===== config.mk =====
export PLATFORM = sky130hd
export DESIGN_NAME = cnt_chain
export DESIGN_NICKNAME = d
export VERILOG_FILES = /design/src/rtl/cnt_pkg.sv /design/src/rtl/cnt_op_decode.sv /design/src/rtl/cnt_slice.sv /design/src/rtl/cnt_chain.sv
export SDC_FILE = /design/constraint.sdc
export NUM_CORES = 1
export LEC_CHECK = 0
export CAP_MARGIN = 10
export CORE_AREA = 2 2 43 45
export DETAILED_ROUTE_END_ITERATION = 7
export DIE_AREA = 0 0 45 47
export PLACE_DENSITY = 0.8
export SETUP_SLACK_MARGIN = 0.4
export SYNTH_ARGS = -nofsm -noshare
export SYNTH_HDL_FRONTEND = slang
export SYNTH_SLANG_ARGS = --single-unit

===== constraint.sdc =====
create_clock -name clk -period 2.5 [get_ports clk]
set_clock_uncertainty 0.2 [all_clocks]
set_input_delay 0.5 -clock clk [delete_from_list [all_inputs] [get_ports clk]]
set_output_delay 0.5 -clock clk [all_outputs]
set_load 0.005 [all_outputs]

===== src/rtl/cnt_pkg.sv =====
package cnt_pkg;
    // Clocked operation chosen for a slice on each rising edge.
    typedef enum logic [1:0] {
        OP_HOLD = 2'd0,
        OP_LOAD = 2'd1,
        OP_STEP = 2'd2
    } cnt_op_e;
endpackage


===== src/rtl/cnt_op_decode.sv =====
module cnt_op_decode
    import cnt_pkg::*;
(
    input  logic    load_n,
    input  logic    en_par,
    input  logic    en_trk,
    output cnt_op_e op
);
    // Load has priority over both enables; a step needs both enables.
    always_comb begin
        if (!load_n) begin
            op = OP_LOAD;
        end else if (en_par && en_trk) begin
            op = OP_STEP;
        end else begin
            op = OP_HOLD;
        end
    end
endmodule


===== src/rtl/cnt_slice.sv =====
module cnt_slice
    import cnt_pkg::*;
#(
    parameter int W = 4
) (
    input  logic         clk,
    input  logic         clr_n,
    input  logic         load_n,
    input  logic         en_par,
    input  logic         en_trk,
    input  logic [W-1:0] din,
    output logic [W-1:0] q,
    output logic         tc
);
    localparam logic [W-1:0] ONE = W'(1);

    cnt_op_e      op;
    logic [W-1:0] q_r;

    cnt_op_decode u_dec (
        .load_n (load_n),
        .en_par (en_par),
        .en_trk (en_trk),
        .op     (op)
    );

    // State register: asynchronous clear, then the decoded operation.
    always_ff @(posedge clk or negedge clr_n) begin
        if (!clr_n) begin
            q_r <= '0;
        end else begin
            unique case (op)
                OP_LOAD: q_r <= din;
                OP_STEP: q_r <= q_r + ONE;
                OP_HOLD: q_r <= q_r;
                default: q_r <= q_r;
            endcase
        end
    end

    // Outputs: the count and the trickle-gated terminal count, no register.
    always_comb begin
        q  = q_r;
        tc = en_trk && (&q_r);
    end
endmodule


===== src/rtl/cnt_chain.sv =====
module cnt_chain #(
    parameter int SLICE_W  = 4,
    parameter int N_SLICES = 3
) (
    input  logic                          clk,
    input  logic                          clr_n,
    input  logic                          load_n,
    input  logic                          cnt_en,
    input  logic                          trk_en,
    input  logic [SLICE_W*N_SLICES-1:0]   din,
    output logic [SLICE_W*N_SLICES-1:0]   q,
    output logic                          tc_out
);
    localparam int TOTAL_W = SLICE_W * N_SLICES;

    // trk[k] is the trickle enable into slice k; trk[k+1] is its terminal count.
    logic [N_SLICES:0] trk;

    assign trk[0] = trk_en;

    for (genvar k = 0; k < N_SLICES; k++) begin : g_slice
        cnt_slice #(.W(SLICE_W)) u_slice (
            .clk    (clk),
            .clr_n  (clr_n),
            .load_n (load_n),
            .en_par (cnt_en),
            .en_trk (trk[k]),
            .din    (din[k*SLICE_W +: SLICE_W]),
            .q      (q[k*SLICE_W +: SLICE_W]),
            .tc     (trk[k+1])
        );
    end

    assign tc_out = trk[N_SLICES];

    if (TOTAL_W < 1) begin : g_bad_width
        initial $error("cnt_chain: total width must be positive");
    end
endmodule


Yosys cells after proc, flatten, opt, wreduce, memory -nomap -nowiden
Cells that the tools add are included.
- register bits: 12
- bits of input ports: 17
- output and inout port bits: 13
- logic and storage cells: 33
- $add $sub $neg: 3
- equal/unequal tests: 6
- mux-type cells: 9
- reduce and logical (&&, ||, !) cells: 12
- operators by type and width (operator ; count):
    case mux 4 bit (2 select lines) ; 3
    adder 4 x 1 -> 4 bit, second input constant ; 3
    two-way mux 2 bit ; 6
    AND reduction 4 bit ; 3
    == test 2 x 1 -> 1 bit, second input constant ; 3
    == test 2 bit, second input constant ; 3
    logical AND 1 bit ; 6
    nonzero test 2 bit ; 3

Longest topological paths before layout
- depth in word-level cells: 8
- mapped depth: 5
- gate-level depth less buffers: 4

Hierarchy
Synthesis repeated with hierarchy kept, for this count alone.
- cell total of the unflattened synthesis: 87
- area, all modules: 803.3 sq um
- by module, submodules not included (module ; instances ; cells each ; area each (sq um) ; sequential area each (sq um)):
    cnt_slice ; 3 ; 27 ; 257.7 ; 100.1
    cnt_op_decode ; 3 ; 2 ; 10.0 ; 0.0

Worst setup path before layout
No wires, ideal clock.
- kind: flip-flop to output port
- from: register g_slice[0].u_slice.q_r[0]
- to: output port tc_out
- data arrival time: 1.033 ns
- slack: 0.767 ns
- cell stages (with the launch flop): 5
- path buffers: 1
- cell sequence: dfrtp_1 -> ha_1 -> nand4_1 -> buf_2 -> nor3_1
- cells in the longest elaborated chain, start to end: 4
- RTL lines (what ; RTL line ; source):
    from (decl) ; cnt_slice.sv:18 ; logic [W-1:0] q_r;
    from (signal assigned) ; cnt_slice.sv:33 ; OP_LOAD: q_r <= din;
    from (signal assigned) ; cnt_slice.sv:34 ; OP_STEP: q_r <= q_r + ONE;
    from (signal assigned) ; cnt_slice.sv:35 ; OP_HOLD: q_r <= q_r;
    AND reduction 4 bit ; cnt_slice.sv:44 ; tc = en_trk && (&q_r);
    logical AND 1 bit (3 in series) ; cnt_slice.sv:44 ;
    to (decl) ; cnt_chain.sv:12 ; output logic tc_out
No other way between the ends.

Worst setup path in the final report
- from: input port trk_en
- to: output port tc_out
- cells in the longest elaborated chain, start to end: 3
- RTL lines (what ; RTL line ; source):
    from (decl) ; cnt_chain.sv:9 ; input logic trk_en,
    logical AND 1 bit (3 in series) ; cnt_slice.sv:44 ;
No other way between the ends.

==> impl_metrics.toml <==
[run_status]
status = "complete, no violations"

[global_route]
grt_pass1_vias = 655
grtUsageTotal = 0.191
overflow = 0
antenna_found_initial = 0
grt_max_degree = 25
grt_pass1_wl_microns = 2840

[clocking]
clockRootBuffer = "clkbuf_4"
cts_num_sinks = 12
ctsHoldBuffers = 0
clk_pin_slew_worst_paths_ns = 0.07
cts_tree = "done"
clock_latency_ns = 0.26
numCtsBuffers = 3
clk_path_buf_depth = 2
htreeDepth = 1

[synthesis]
ys_seq_elements = 12
synth.most_common_cell = "dfrtp_1"
ys_seq_area_frac = 0.438
ys_top_cells_by_area = "dfrtp_1, a31oi_1, nor2_1"
ys_types = 21
yosysTopAreaCell = "dfrtp_1"
synthFlopType = "dfrtp_1"
yosys-top-cells-count = "dfrtp_1, nor2_1, a31oi_1, nand3_1, o21ai_0"
async_reset_ff_frac = 1.00
synthCells = 78
synth_edf_count = 0
ys_warn_count = 0
synth_area_per_cell_sq_um = 8.79
synth_fp_nets = 98
netlist_area_sq_um = 686
synth_top_area_frac = 0.438

[die]
rows = 15
die_width_microns = 45
io_pins = 30
start_util = 0.415
core_area_sq_um = 1650
die_h_microns = 47
die_area_sq_um = 2120

[timing]
grt_setup_unrepaired = "no"
setup_viol = 0
hold_viol = 0
min_period_ns = 2.00
finalMaxSlewViolations = 0
slew_headroom = 0.622
clock.fmax_ghz = 0.500
worst_hold_slack_ns = 0.396
worstMarginPinSlew_ns = 0.565
fin_crit_sh = 0.800
fin_setup_tns_ns = 0

[route]
drtAntennaViolNets = 0
routed_wl_microns = 1820
wl_per_cell_microns = 13.8
drt-initial-drc-count = 13
drtPass1Iterations = 4
drc = 0
via_per_inst = 5.66
num_vias = 747

[cells_and_area]
layout-drive-gt1-share = 0.157
largest_reg_flops = 12
syn2layout_area_growth_pct = 56.4
antennaDiodeCount = 0
fin_nets = 137

[critical_path]
crit_type = "in -> out"
crit_buf_inv = 2
crit_arrival_ns = 1.30
cp_max_fo = 2
required_ns = 1.80
critPathMaxStageDelay_ns = 0.47
critPathTopFamily = "buffers and inverters"
worstPathCellList = "clkdlybuf4s50_1, nand3_1, nor3_1, clkbuf_2"
cpMaxStageDelayCell = "clkdlybuf4s50_1"
crit_path_end_kind = "primary output"
start_kind = "input pin"

[power]
power_density_nw_per_um2 = 476
peakVddDrop_uv = 280
p_leak_uw = 0.000424

[placed_design]
dp_hpwl_microns = 1290
place.gp.congestion = 0.822
portBuffers = 29

[job]
cap_violations = 0

[hold_path]
hp-class = "in -> async"
## where the power goes
part | switching [uW] | total, uW | internal (uW)
combinational | 62.5 | 159 | 97.0
sequential | 21.0 | 235 | 214
clock | 61.1 | 117 | 55.6
## what timing repair did
item,CTS,global route
setup buffers,3,3
gates resized for setup,3,1
endpoints found under the hold margin,0,0
endpoints found under the setup margin,1,1
## final timing paths
kind | slack, ns | to | start | cells past startpoint
setup reg to reg | 0.69 | g_slice[2].u_slice.q[3] | g_slice[1].u_slice.q[1] | 5
hold reg to reg | 0.42 | g_slice[2].u_slice.q[3] | g_slice[2].u_slice.q[3] | 2
hold / removal | 0.40 | g_slice[2].u_slice.q[0] | clr_n | 1
min in group clk | 0.42 | g_slice[2].u_slice.q[3] | g_slice[2].u_slice.q[3] | 2
max in group asynchronous | 1.34 | g_slice[0].u_slice.q[2] | clr_n | 1
setup / recovery | 0.50 | tc_out | trk_en | 4
## layout make-up
class                      count  area, sq um
tap                           17         21.3
inverter                       1         3.75
clock buffer                   3         22.5
multi-input combinational     60          364
fill                         132          579
sequential                    12          300
timing repair buffer          39          360
## cell usage in the layout (no fill, tap or decap)
| cell | count |
|---|---|
| a31oi_1 | 8 |
| ha_1 | 2 |
| o211ai_1 | 1 |
| buf_4 | 10 |
| clkbuf_4 | 3 |
| clkdlybuf4s50_1 | 28 |
| a21oi_1 | 3 |
| or3_1 | 3 |
| nand3_1 | 8 |
| nand4_1 | 2 |
| inv_1 | 1 |
| o21ai_0 | 5 |
| mux2i_1 | 1 |
| dfrtp_1 | 12 |
| ha_2 | 1 |
| nor2_1 | 11 |
| xor2_1 | 2 |
| nor3_1 | 1 |
| o31ai_1 | 3 |
| nand2b_1 | 1 |
| clkbuf_2 | 1 |
| or4_1 | 3 |
| or3_2 | 3 |
| nand2_1 | 2 |
## routing by layer
metal / wire length, microns / vias up / track usage
met5: 0 / - / 0
met4: 26 / 0 / 0.129
met3: 99 / 2 / 0.0308
met2: 914 / 22 / 0.323
met1: 778 / 354 / 0.225
li1: - / 369 / -
## metrics by stage
stage | power (uW) | cells | utilization | instance area [sq um] | setup WS, ns
2_1_floorplan | 293 | 78 | - | 686 | 0.767
3_3_place_gp | 377 | 123 | 0.610 | 1010 | 0.117
3_5_place_dp | 383 | 123 | 0.610 | 1010 | 0.113
4_1_cts | 512 | 129 | 0.639 | 1050 | 0.410
5_1_grt | 544 | 132 | 0.649 | 1070 | 0.446
6_report | 511 | 132 | 0.649 | 1070 | 0.499
## kinds of logic after synthesis
kind of cell / synth area share
muxes: 0.0146
xor gates and xnor gates: 0.0256
buffers and inverters: 0.0347
DFF: 0.438
and+or+nand+nor: 0.257
AOI/OAI and AO/OA: 0.175
adders and majority gates: 0.0548
Note: power is estimated with default switching activity, not from simulation.
